[src/rtl/rtr_pkg.sv]
package rtr_pkg;
  typedef enum logic [1:0] {
    OWN_NONE = 2'd0,
    OWN_FCH  = 2'd1,
    OWN_DAT  = 2'd2
  } owner_e;

  localparam int NUM_BUS  = 2;
  localparam int BUS_CODE = 0;
  localparam int BUS_SYS  = 1;
endpackage

[src/rtl/rtr_region_decode.sv]
module rtr_region_decode #(
  parameter int              ADDR_W     = 32,
  parameter logic [ADDR_W-1:0] CODE_LIMIT = 32'h2000_0000
) (
  input  logic [ADDR_W-1:0] addr,
  output logic              to_sys
);
  // Lower region feeds the code bus, everything from the limit up the system bus.
  assign to_sys = (addr >= CODE_LIMIT);
endmodule

[src/rtl/rtr_lane.sv]
module rtr_lane
  import rtr_pkg::*;
#(
  parameter int ADDR_W = 32,
  parameter int DATA_W = 32
) (
  input  logic              clk,
  input  logic              rst_n,
  input  logic              fch_want,
  input  logic              dat_want,
  input  logic [ADDR_W-1:0] fch_addr,
  input  logic [ADDR_W-1:0] dat_addr,
  input  logic              dat_write,
  input  logic [DATA_W-1:0] dat_wdata,
  output logic              bus_req_valid,
  input  logic              bus_req_ready,
  output logic [ADDR_W-1:0] bus_req_addr,
  output logic              bus_req_write,
  output logic [DATA_W-1:0] bus_req_wdata,
  output logic              fch_accept,
  output logic              dat_accept,
  input  logic              bus_rsp_valid,
  output logic              bus_rsp_ready,
  input  logic              fch_rsp_ready,
  input  logic              dat_rsp_ready,
  output logic              fch_rsp_hit,
  output logic              dat_rsp_hit,
  output logic              fch_owns,
  output logic              dat_owns,
  output logic              fch_held
);
  owner_e owner_q;
  logic   hold_q;
  logic   free, pick_fch, pick_dat, rsp_done;

  assign free     = (owner_q == OWN_NONE);
  // A prefetch already on the bus keeps it; otherwise load/store comes first.
  assign pick_fch = free & (hold_q | (fch_want & ~dat_want));
  assign pick_dat = free & ~hold_q & dat_want;

  assign bus_req_valid = pick_fch | pick_dat;
  assign bus_req_addr  = pick_dat ? dat_addr : fch_addr;
  assign bus_req_write = pick_dat & dat_write;
  assign bus_req_wdata = pick_dat ? dat_wdata : '0;

  assign fch_accept = pick_fch & bus_req_ready;
  assign dat_accept = pick_dat & bus_req_ready;

  assign fch_owns = (owner_q == OWN_FCH);
  assign dat_owns = (owner_q == OWN_DAT);
  assign fch_held = hold_q;

  assign bus_rsp_ready = (fch_owns & fch_rsp_ready) | (dat_owns & dat_rsp_ready);
  assign fch_rsp_hit   = fch_owns & bus_rsp_valid;
  assign dat_rsp_hit   = dat_owns & bus_rsp_valid;
  assign rsp_done      = bus_rsp_valid & bus_rsp_ready;

  always_ff @(posedge clk) begin
    if (!rst_n) begin
      owner_q <= OWN_NONE;
      hold_q  <= 1'b0;
    end else begin
      if (fch_accept)      owner_q <= OWN_FCH;
      else if (dat_accept) owner_q <= OWN_DAT;
      else if (rsp_done)   owner_q <= OWN_NONE;
      hold_q <= pick_fch & ~bus_req_ready;
    end
  end

  // a stalled request is repeated unchanged
  assert_hold_stable_R5: assert property (@(posedge clk) disable iff (!rst_n)
    bus_req_valid && !bus_req_ready |=> bus_req_valid && $stable(bus_req_addr)
      && $stable(bus_req_write) && $stable(bus_req_wdata));

  // one transfer in flight per bus
  assert_one_xfer_R6: assert property (@(posedge clk) disable iff (!rst_n)
    bus_req_valid && bus_req_ready |=> !bus_req_valid);

  // a completed response frees the bus
  assert_rsp_release_R8: assert property (@(posedge clk) disable iff (!rst_n)
    bus_rsp_valid && bus_rsp_ready |=> !fch_owns && !dat_owns);

  // prefetch never writes
  assert_fch_clean_R9: assert property (@(posedge clk) disable iff (!rst_n)
    fch_accept |-> !bus_req_write && (bus_req_wdata == '0));
endmodule

[src/rtl/rtr_dual_bus.sv]
module rtr_dual_bus
  import rtr_pkg::*;
#(
  parameter int                ADDR_W     = 32,
  parameter int                DATA_W     = 32,
  parameter logic [ADDR_W-1:0] CODE_LIMIT = 32'h2000_0000
) (
  input  logic              clk,
  input  logic              rst_n,
  input  logic              fch_req_valid,
  output logic              fch_req_ready,
  input  logic [ADDR_W-1:0] fch_req_addr,
  output logic              fch_rsp_valid,
  input  logic              fch_rsp_ready,
  output logic [DATA_W-1:0] fch_rsp_data,
  input  logic              ldst_req_valid,
  output logic              ldst_req_ready,
  input  logic [ADDR_W-1:0] ldst_req_addr,
  input  logic              ldst_req_write,
  input  logic [DATA_W-1:0] ldst_req_wdata,
  output logic              ldst_rsp_valid,
  input  logic              ldst_rsp_ready,
  output logic [DATA_W-1:0] ldst_rsp_data,
  output logic              code_req_valid,
  input  logic              code_req_ready,
  output logic [ADDR_W-1:0] code_req_addr,
  output logic              code_req_write,
  output logic [DATA_W-1:0] code_req_wdata,
  input  logic              code_rsp_valid,
  output logic              code_rsp_ready,
  input  logic [DATA_W-1:0] code_rsp_data,
  output logic              sys_req_valid,
  input  logic              sys_req_ready,
  output logic [ADDR_W-1:0] sys_req_addr,
  output logic              sys_req_write,
  output logic [DATA_W-1:0] sys_req_wdata,
  input  logic              sys_rsp_valid,
  output logic              sys_rsp_ready,
  input  logic [DATA_W-1:0] sys_rsp_data
);
  logic fch_sys, ldst_sys, fch_busy, ldst_busy;

  logic [NUM_BUS-1:0]             l_req_valid, l_req_ready, l_req_write;
  logic [NUM_BUS-1:0][ADDR_W-1:0] l_req_addr;
  logic [NUM_BUS-1:0][DATA_W-1:0] l_req_wdata;
  logic [NUM_BUS-1:0]             l_rsp_valid, l_rsp_ready;
  logic [NUM_BUS-1:0]             l_fch_acc, l_dat_acc, l_fch_hit, l_dat_hit;
  logic [NUM_BUS-1:0]             l_fch_own, l_dat_own, l_fch_held;

  rtr_region_decode #(.ADDR_W(ADDR_W), .CODE_LIMIT(CODE_LIMIT)) u_dec_fch (
    .addr(fch_req_addr), .to_sys(fch_sys));
  rtr_region_decode #(.ADDR_W(ADDR_W), .CODE_LIMIT(CODE_LIMIT)) u_dec_ldst (
    .addr(ldst_req_addr), .to_sys(ldst_sys));

  assign fch_busy  = |l_fch_own;
  assign ldst_busy = |l_dat_own;

  assign l_req_ready[BUS_CODE] = code_req_ready;
  assign l_req_ready[BUS_SYS]  = sys_req_ready;
  assign l_rsp_valid[BUS_CODE] = code_rsp_valid;
  assign l_rsp_valid[BUS_SYS]  = sys_rsp_valid;

  for (genvar g = 0; g < NUM_BUS; g++) begin : g_lane
    localparam logic LANE_SYS = (g == BUS_SYS);
    logic fw, dw;
    assign fw = fch_req_valid  & ~fch_busy  & (fch_sys  == LANE_SYS);
    assign dw = ldst_req_valid & ~ldst_busy & (ldst_sys == LANE_SYS);

    rtr_lane #(.ADDR_W(ADDR_W), .DATA_W(DATA_W)) u_lane (
      .clk           (clk),
      .rst_n         (rst_n),
      .fch_want      (fw),
      .dat_want      (dw),
      .fch_addr      (fch_req_addr),
      .dat_addr      (ldst_req_addr),
      .dat_write     (ldst_req_write),
      .dat_wdata     (ldst_req_wdata),
      .bus_req_valid (l_req_valid[g]),
      .bus_req_ready (l_req_ready[g]),
      .bus_req_addr  (l_req_addr[g]),
      .bus_req_write (l_req_write[g]),
      .bus_req_wdata (l_req_wdata[g]),
      .fch_accept    (l_fch_acc[g]),
      .dat_accept    (l_dat_acc[g]),
      .bus_rsp_valid (l_rsp_valid[g]),
      .bus_rsp_ready (l_rsp_ready[g]),
      .fch_rsp_ready (fch_rsp_ready),
      .dat_rsp_ready (ldst_rsp_ready),
      .fch_rsp_hit   (l_fch_hit[g]),
      .dat_rsp_hit   (l_dat_hit[g]),
      .fch_owns      (l_fch_own[g]),
      .dat_owns      (l_dat_own[g]),
      .fch_held      (l_fch_held[g])
    );
  end

  assign code_req_valid = l_req_valid[BUS_CODE];
  assign code_req_addr  = l_req_addr[BUS_CODE];
  assign code_req_write = l_req_write[BUS_CODE];
  assign code_req_wdata = l_req_wdata[BUS_CODE];
  assign code_rsp_ready = l_rsp_ready[BUS_CODE];
  assign sys_req_valid  = l_req_valid[BUS_SYS];
  assign sys_req_addr   = l_req_addr[BUS_SYS];
  assign sys_req_write  = l_req_write[BUS_SYS];
  assign sys_req_wdata  = l_req_wdata[BUS_SYS];
  assign sys_rsp_ready  = l_rsp_ready[BUS_SYS];

  assign fch_req_ready  = |l_fch_acc;
  assign ldst_req_ready = |l_dat_acc;

  assign fch_rsp_valid  = |l_fch_hit;
  assign fch_rsp_data   = l_fch_own[BUS_SYS] ? sys_rsp_data : code_rsp_data;
  assign ldst_rsp_valid = |l_dat_hit;
  assign ldst_rsp_data  = l_dat_own[BUS_SYS] ? sys_rsp_data : code_rsp_data;

  // the prefetch port never holds two transfers
  assert_fch_single_R7: assert property (@(posedge clk) disable iff (!rst_n)
    $countones(l_fch_own) <= 1);

  // different buses, both idle and ready -> both accepted together
  assert_parallel_R3: assert property (@(posedge clk) disable iff (!rst_n)
    fch_req_valid && ldst_req_valid && (fch_sys != ldst_sys)
      && (l_fch_own == '0) && (l_dat_own == '0) && code_req_ready && sys_req_ready
      |-> fch_req_ready && ldst_req_ready);

  // same bus, fresh contention -> prefetch waits
  assert_data_wins_R4: assert property (@(posedge clk) disable iff (!rst_n)
    ldst_req_valid && !ldst_busy && fch_req_valid && (fch_sys == ldst_sys)
      && !l_fch_held[ldst_sys] |-> !fch_req_ready);
endmodule

[config.mk]
export PLATFORM = sky130hd
export DESIGN_NAME = rtr_dual_bus
export DESIGN_NICKNAME = d
export VERILOG_FILES = /design/src/rtl/rtr_pkg.sv /design/src/rtl/rtr_region_decode.sv /design/src/rtl/rtr_lane.sv /design/src/rtl/rtr_dual_bus.sv
export SDC_FILE = /design/constraint.sdc
export NUM_CORES = 1
export LEC_CHECK = 0
export BUFFER_PORTS_ARGS = -buffer_cell sky130_fd_sc_hd__buf_4
export CORE_AREA = 4 4 144 146
export DETAILED_ROUTE_END_ITERATION = 6
export DIE_AREA = 0 0 148 150
export SETUP_SLACK_MARGIN = 0.15
export SYNTH_ARGS = -nofsm -noshare
export SYNTH_HDL_FRONTEND = slang
export SYNTH_SLANG_ARGS = --single-unit
[constraint.sdc]
create_clock -name clk -period 4.8 [get_ports clk]
set_input_delay 0.96 -clock clk [delete_from_list [all_inputs] [get_ports clk]]
set_output_delay 0.96 -clock clk [all_outputs]
set_load 0.01 [all_outputs]
* Yosys cells after proc, flatten, opt, wreduce, memory -nomap -nowiden
Cells that the tools add are included.
** Cells by class
- Bitwise operators :: 49
- Order comparisons :: 2
- Reduce and logical (&&, ||, !) cells :: 14
- Multiplexer cells :: 12
- Equality and inequality tests :: 4
** Operators with widths (number)
- 2-to-1 mux 32 bit :: 6
- >= comparator 32 x 30 -> 1 bit, second input constant :: 2
- bitwise AND 1 bit :: 32
- OR reduction 2 bit :: 8
- inverter 1 bit :: 11
- 2-to-1 mux 2 bit :: 4
- OR 1 bit :: 6
- nonzero test 3 bit :: 2
- == test 2 x 1 -> 1 bit, second input constant :: 2
- == test 2 bit, second input constant :: 2
- zero test 2 bit :: 2
- nonzero test 2 bit :: 2
- 2-to-1 mux 1 bit :: 2
** Word-level totals
- Input bits :: 171
- Output and inout bits :: 202
- Register bits :: 6
- Word-level logic and storage cells :: 87

* Logic depth before layout (Yosys ltp)
Gate-level depths: netlist (run 1).
- Depth after elaboration :: 11
- Depth in mapped cells :: 7
- Depth with buffers taken out :: 4

* Modules after synthesis
A second synthesis (run 1) with hierarchy kept.
** Second synthesis, totals
- Cell total of the unflattened synthesis :: 272
- Area total of the unflattened synthesis :: 2822.7 um^2
** Modules (own cells, without submodules)
- rtr_lane :: area each 819.5 um^2, instances 2, sequential area each 60.1 um^2, cells each 95
- rtr_dual_bus :: area each 1171.1 um^2, instances 1, sequential area each 0.0 um^2, cells each 80
- rtr_region_decode :: area each 6.3 um^2, instances 2, sequential area each 0.0 um^2, cells each 1

* Worst setup path before layout (run 1)
OpenSTA, ideal clock, no wires.
- Path type :: input to output
- From :: input port ldst_req_addr[31]
- To :: output port code_req_addr[10]
- Cell stages on the path :: 5
- Path slack :: 1.624 ns
- Required time :: 3.840 ns
- Arrival :: 2.216 ns
- Cell sequence :: nor4b_1 > and4_1 > clkbuf_1 > buf_2 > mux2_2
** Between the ends
- Cells in the longest elaborated chain, start to end :: 5
** RTL lines
- start, declared :: RTL line rtr_dual_bus.sv:18 : input logic [ADDR_W-1:0] ldst_req_addr,
- >= comparator 32 x 30 -> 1 bit :: RTL line rtr_region_decode.sv:9 : assign to_sys = (addr >= CODE_LIMIT);
- inverter 1 bit :: RTL line rtr_dual_bus.sv:67 : assign dw = ldst_req_valid & ~ldst_busy & (ldst_sys == LANE_SYS);
- bitwise AND 1 bit :: RTL line rtr_dual_bus.sv:67
- bitwise AND 1 bit :: RTL line rtr_lane.sv:39 : assign pick_dat = free & ~hold_q & dat_want;
- 2-to-1 mux 32 bit :: RTL line rtr_lane.sv:42 : assign bus_req_addr = pick_dat ? dat_addr : fch_addr;
- end, declared :: RTL line rtr_dual_bus.sv:26 : output logic [ADDR_W-1:0] code_req_addr,
No other way between the ends.

* Worst setup path in the final report (run 1)
- From :: input port ldst_req_addr[31]
- To :: output port code_req_addr[18]
The elaborated chain is that of the path after synthesis.

==> results of run 1 <==
==> cell usage after synthesis, types with 2 or more instances <==
library cell | count | area, µm²
nor3_1 | 2 | 10.0
inv_1 | 3 | 11.3
buf_2 | 10 | 50.1
a21oi_1 | 2 | 10.0
nand2_1 | 103 | 387
clkbuf_1 | 12 | 45.0
buf_4 | 5 | 37.5
nand3_1 | 4 | 20.0
mux2_2 | 93 | 1050
and2_1 | 67 | 419
nand2b_1 | 2 | 12.5
dfxtp_1 | 6 | 120
nor4bb_1 | 2 | 20.0
nor2b_1 | 8 | 50.1
nor2_1 | 3 | 11.3
a22o_1 | 5 | 43.8
a31oi_1 | 4 | 25.0
or3_1 | 2 | 12.5
==> worst max-delay path: cells and delay by family <==
family,cells,cell delay [ns]
buffers and inverters,3,0.52
multiplexers,1,0.36
AND/OR/NAND/NOR,2,0.82
==> area by class of cell <==
type	count	area share (%)
multi-input cells	309	39.4
clock buffers	3	1.34
repair buffers	378	51.0
flip-flops and latches	6	2.15
well taps	265	5.93
inverters	3	0.201
==> logic make-up (layout without fill, tap and decap cells) <==
kind of cell	Yosys count	in the layout	share of synthesized area [%]
and+or+nand+nor	199	199	41.5
muxes	93	93	42.6
buffers and inverters	31	384	6.00
AOI/OAI and AO/OA	17	17	5.04
DFF	6	6	4.88
==> metrics by stage <==
step           setup slack (ns)  util, %  cell area [µm²]
6_report                   1.15     28.8             5590
5_1_grt                   0.993     28.8             5590
4_1_cts                    1.11     28.8             5590
3_5_place_dp               1.12     28.4             5520
3_3_place_gp               1.16     28.4             5520
2_1_floorplan              1.62        -             2460
==> sequential cells by signal, indices dropped and copies added (netlist names) <==
signal	cells
g_lane.u_lane.owner_q	4
g_lane.u_lane.fch_held	2
==> power by group <==
group | switching [mW] | leakage (nW) | internal, mW | total [mW]
registers | 0.00664 | 0.0488 | 0.0530 | 0.0596
clock network | 0.0273 | 0.0370 | 0.107 | 0.134
logic | 0.323 | 2.79 | 0.400 | 0.723
total | 0.357 | 2.87 | 0.560 | 0.917
==> layer usage <==
metal | wire length (µm) | GRT usage [%] | vias up
met5 | 0 | 0 | -
li1 | - | - | 1877
met1 | 5720 | 13.4 | 1691
met4 | 89 | 1.80 | 0
met3 | 1820 | 4.24 | 4
met2 | 7730 | 23.0 | 231
==> cells in the final DEF (no fill, tap or decap), types with 2 or more instances in the layout <==
cell | netlist | layout
clkbuf_16 | 0 | 3
nor2_1 | 3 | 3
or3_1 | 2 | 2
a21oi_1 | 2 | 2
nor2b_1 | 8 | 6
nand2_1 | 103 | 103
inv_1 | 3 | 3
nand3_1 | 4 | 4
buf_4 | 5 | 377
and2_1 | 67 | 67
dfxtp_1 | 6 | 6
nor3_1 | 2 | 2
a31oi_1 | 4 | 4
nor4bb_1 | 2 | 2
mux2_2 | 93 | 93
nand2b_1 | 2 | 2
a22o_1 | 5 | 5
==> path summary, 6_finish.rpt <==
check / startpoint / to / slack [ns] / depth (start not counted)
worst min-delay path: g_lane[1].u_lane.fch_held / g_lane[1].u_lane.owner_q[0] / 0.58 / 2
worst max register to register: g_lane[1].u_lane.owner_q[0] / g_lane[0].u_lane.owner_q[1] / 2.72 / 6
worst max-delay path: ldst_req_addr[31] / code_req_addr[18] / 1.15 / 6
worst min register to register: g_lane[1].u_lane.fch_held / g_lane[1].u_lane.owner_q[0] / 0.58 / 2
==> summary.txt, run 1 <==
Outcome = complete, no violations
Gate Count Post-Synth = 346
RSZ-0062 raised after global routing = false
Clock slew at reported path FFs = 0.03 ns
I/O Pins = 373
Ys async rst share = 0%
Synthesis Warnings = 0
CTS-repair resized insts = 0
Die area = 0.0222 mm²
Final Critical Period = 3.65 ns
Post-CTS Hold Buffers = 0
Mapped Area = 0.00246 mm²
Post-CTS setup buffer count = 0
WP data arrival = 2.69 ns
Final wirelength = 15,400 µm
Post-DP HPWL = 13,300 µm
Detailed Route Iter0 Violations = 92
Crit path kind = input port to output pin
Fin. Hold Viols = 0
Clock root buffer master = clkbuf_16
Die Ht = 150 µm
Hold Slack = 0.578 ns
Initial Util = 12.7%
Sequential area share after synthesis = 4.88%
Residual DRC count = 0
Router iterations before antenna repair = 4
# diodes = 0
Clock sinks = 6
Antenna violations before repair = 0
Fin. max-slew vios = 0
CTS tree = built
Post-synth EDFFs = 0
Remaining Overflow, GRT = 0
Leak = 2.87 nW
Fin cells = 964
DR vias = 3,803
Share of post-route cells with drive strength above 1 = 68.7%
Req. time, crit path = 3.84 ns
Yosys reg bits = 6
Clock skew = 0.000247 ns
FF+latch area = 120 µm²
All-Layer GR Usage = 12.2%
Multi-input gate area = 0.00220 mm²
Synth Area per Inst = 7.11 µm²
TNS Setup = 0 ns
Worst min-delay path category = register to register
Peak supply drop = 0.0000894 V
Final net count = 872
Worst path slowest cell = and4_2
Post-route antenna net violation count = 0
Worst-path maximum fanout = 46
Startpoint types = input port
Yosys cell types = 31
Die width = 148 µm
Core area = 0.0194 mm²
Fmax = 274 MHz
# H-tree levels = 1
Maximum Capacitance Violations = 0
Power Density = 164 mW/mm²
First-pass GRT wire length = 21,500 µm
Total CTS buffers = 3
Top FF cell, synth = dfxtp_1
Skew-Pair Late Insertion Delay = 0.23 ns
Count of input and output buffers = 372
Final period util = 76.0%
Row cnt = 51
Vias per cell = 3.95
Routed WL per cell = 15.9 µm
Vias in the first global route = 3,900
Final Setup Violations = 0
Top cell by count, worst path = buf_4
GPL Wtd Cong = 0.792
CP Capture Type = output pin
Max incr delay on CP = 0.45 ns
Largest net degree at the start of global routing = 67
Tightest Pin Transition = 0.681 ns
Clk buf depth = 2
Placed insts = 961
Slew HR = 54.6%
Total Power = 0.917 mW
CP cell instances = buf_4, nor4b_1, and4_2, buf_12, mux2_2, buf_4
Area Overhead vs Synth = 127%
Syn_nets = 517
Fill cell count = 2,153
Note: power is estimated with default switching activity, not from simulation.
==> inputs of run 2 (changes only) <==
--- a/config.mk
+++ b/config.mk
@@ -6,9 +6,9 @@
 export NUM_CORES = 1
 export LEC_CHECK = 0
 export BUFFER_PORTS_ARGS = -buffer_cell sky130_fd_sc_hd__buf_4
-export CORE_AREA = 4 4 144 146
+export CORE_AREA = 4 4 142 144
 export DETAILED_ROUTE_END_ITERATION = 6
-export DIE_AREA = 0 0 148 150
+export DIE_AREA = 0 0 146 148
 export SETUP_SLACK_MARGIN = 0.15
 export SYNTH_ARGS = -nofsm -noshare
 export SYNTH_HDL_FRONTEND = slang
==> constraint.sdc (replaced) <==
create_clock -name clk -period 3.4 [get_ports clk]
set_input_delay 0.68 -clock clk [delete_from_list [all_inputs] [get_ports clk]]
set_output_delay 0.68 -clock clk [all_outputs]
set_load 0.01 [all_outputs]
==> run 2 against run 1 <==
Critical path depth stayed put. Cell area shrank 0.54%. Final cell count down 3.0%. Clock skew is essentially flat. Power grew 42%. Worst setup slack got worse by 0.78 ns. Critical path type is now register to output pin. Critical endpoint is now sys_req_addr[2]. Largest cell class unchanged. Largest power group unchanged. Highest routed layer unchanged.
==> summary.txt, run 2 (synthesis gave the netlist of run 1 again) <==
Final wirelength = 15,100 µm
Area Overhead vs Synth = 126%
Fmax = 330 MHz
Post-CTS setup buffer count = 0
Commonest non-fill, non-tap cells in the layout = buf_4 (380), nand2_1 (103), mux2_2 (93)
Req. time, crit path = 2.72 ns
Clk buf depth = 2
WP data arrival = 2.35 ns
Die area = 0.0216 mm²
CP Capture Type = output pin
Share of post-route cells with drive strength above 1 = 68.9%
Largest net degree at the start of global routing = 41
Multi-input gate area = 0.00221 mm²
Power Density = 234 mW/mm²
Residual DRC count = 0
Worst min-delay path category = register to register
Top reg by flops = g_lane.u_lane.owner_q
Fin. max-slew vios = 0
Final Setup Violations = 0
Top delay family on crit path = simple AND/OR/NAND/NOR gates
Clock sinks = 6
First-pass GRT wire length = 22,200 µm
CP cell instances = nand2b_1, nand4_4, nor4_4, buf_4, mux2_2, buf_4
Worst-path maximum fanout = 32
R2R Setup Slk = 1.45 ns
Skew-Pair Late Insertion Delay = 0.23 ns
Core area = 0.0187 mm²
Post-DP HPWL = 13,100 µm
Leak = 2.88 nW
# diodes = 0
Final net count = 874
Remaining Overflow, GRT = 0
R2R depth = 5
CTS tree = built
Routed WL per cell = 16.2 µm
Die width = 146 µm
Slew HR = 68.7%
Final period util = 89.0%
CTS-repair resized insts = 0
Switching share of power = 39.1%
Clock slew at reported path FFs = 0.03 ns
Total CTS buffers = 3
RSZ-0062 raised after global routing = false
Pint = 0.792 mW
Row cnt = 50
DR vias = 3,805
Initial Util = 13.2%
Post-CTS Hold Buffers = 0
Final WS setup = 0.374 ns
Clock root buffer master = clkbuf_16
GPL Wtd Cong = 0.767
Hold path cells = 2
Vias in the first global route = 4,022
Die Ht = 148 µm
All-Layer GR Usage = 12.6%
Top cell by count, worst path = buf_4
Router iterations before antenna repair = 4
Count of input and output buffers = 372
Worst path slowest cell = dfxtp_1
# H-tree levels = 1
Tightest Pin Transition = 0.469 ns
Detailed Route Iter0 Violations = 75
Crit. path cell count = 6
Clock Power Share = 14.6%
Worst slack, placed = 0.323 ns
Final Critical Period = 3.03 ns
Crit path kind = register to output pin
Peak supply drop = 0.000166 V
FF+latch area = 120 µm²
Sequential Power Share = 6.5%
Post-route antenna net violation count = 0
Clock skew = 0.000673 ns
CP Buf/Inv Count = 2
Startpoint types = register
Maximum Capacitance Violations = 0
Util after Layout = 29.7%
Sw power = 0.509 mW
Flip-flop count of the largest register after layout = 4
Max incr delay on CP = 0.51 ns
Comb pwr share = 78.9%
Antenna violations before repair = 0
TNS Setup = 0 ns
Commonest non-fill, non-tap cell in the layout = buf_4
Outcome = complete, no violations
I/O Pins = 373
Fin. Hold Viols = 0
Fill cell count = 2,018
Vias per cell = 4.07
-- run 2: cell types whose count changed in the layout (fill, tap and decap cells not counted), sizes merged --
cell	change
buf	+2
-- run 2: power by group through the flow --
stage	sequential (mW)	clock, mW	combinational (mW)
global placement	0.0849	0	1.04
CTS	0.0841	0.192	1.05
detailed placement	0.0852	0	1.04
floorplan	0.0819	0	0.458
finish	0.0843	0.190	1.03
global route	0.0856	0.198	1.11
-- run 2: worst register-to-register path, stage by stage (launching register included) --
cell	delay, ns
dfxtp_1	0.51
nand2b_1	0.28
buf_4	0.41
nand3_1	0.18
a31oi_1	0.30
o21ai_0	0.14
-- run 2: area by class of cell --
class	instances	share of cell area, %
timing repair buffer	380	51.3
multi-input combinational	309	39.7
tap	234	5.26
sequential	6	2.16
clock buffer	3	1.35
inverter	3	0.202
-- run 2: layer usage --
| metal | wire length, µm | GRT usage, % |
|---|---|---|
| met5 | 0 | 0 |
| met4 | 195 | 2.54 |
| met1 | 5790 | 14.4 |
| met3 | 1730 | 4.23 |
| met2 | 7430 | 23.1 |
-- run 2: worst paths after layout --
path | start | endpoint
worst min-delay path | g_lane[1].u_lane.fch_held | g_lane[1].u_lane.owner_q[0]
worst max-delay path | g_lane[1].u_lane.owner_q[0] | sys_req_addr[2]
worst max register to register | g_lane[1].u_lane.owner_q[0] | g_lane[0].u_lane.owner_q[0]
worst min register to register | g_lane[1].u_lane.fch_held | g_lane[1].u_lane.owner_q[0]
-- run 2: per-stage QoR --
step           hold WS [ns]  instances  cell area, µm²  total power [mW]
3_5_place_dp          0.566        932            5480              1.13
5_1_grt               0.605        935            5560              1.39
3_3_place_gp          0.561        932            5480              1.12
6_report              0.569        935            5560              1.30
4_1_cts               0.568        935            5560              1.32
2_1_floorplan         0.525        346            2460             0.539
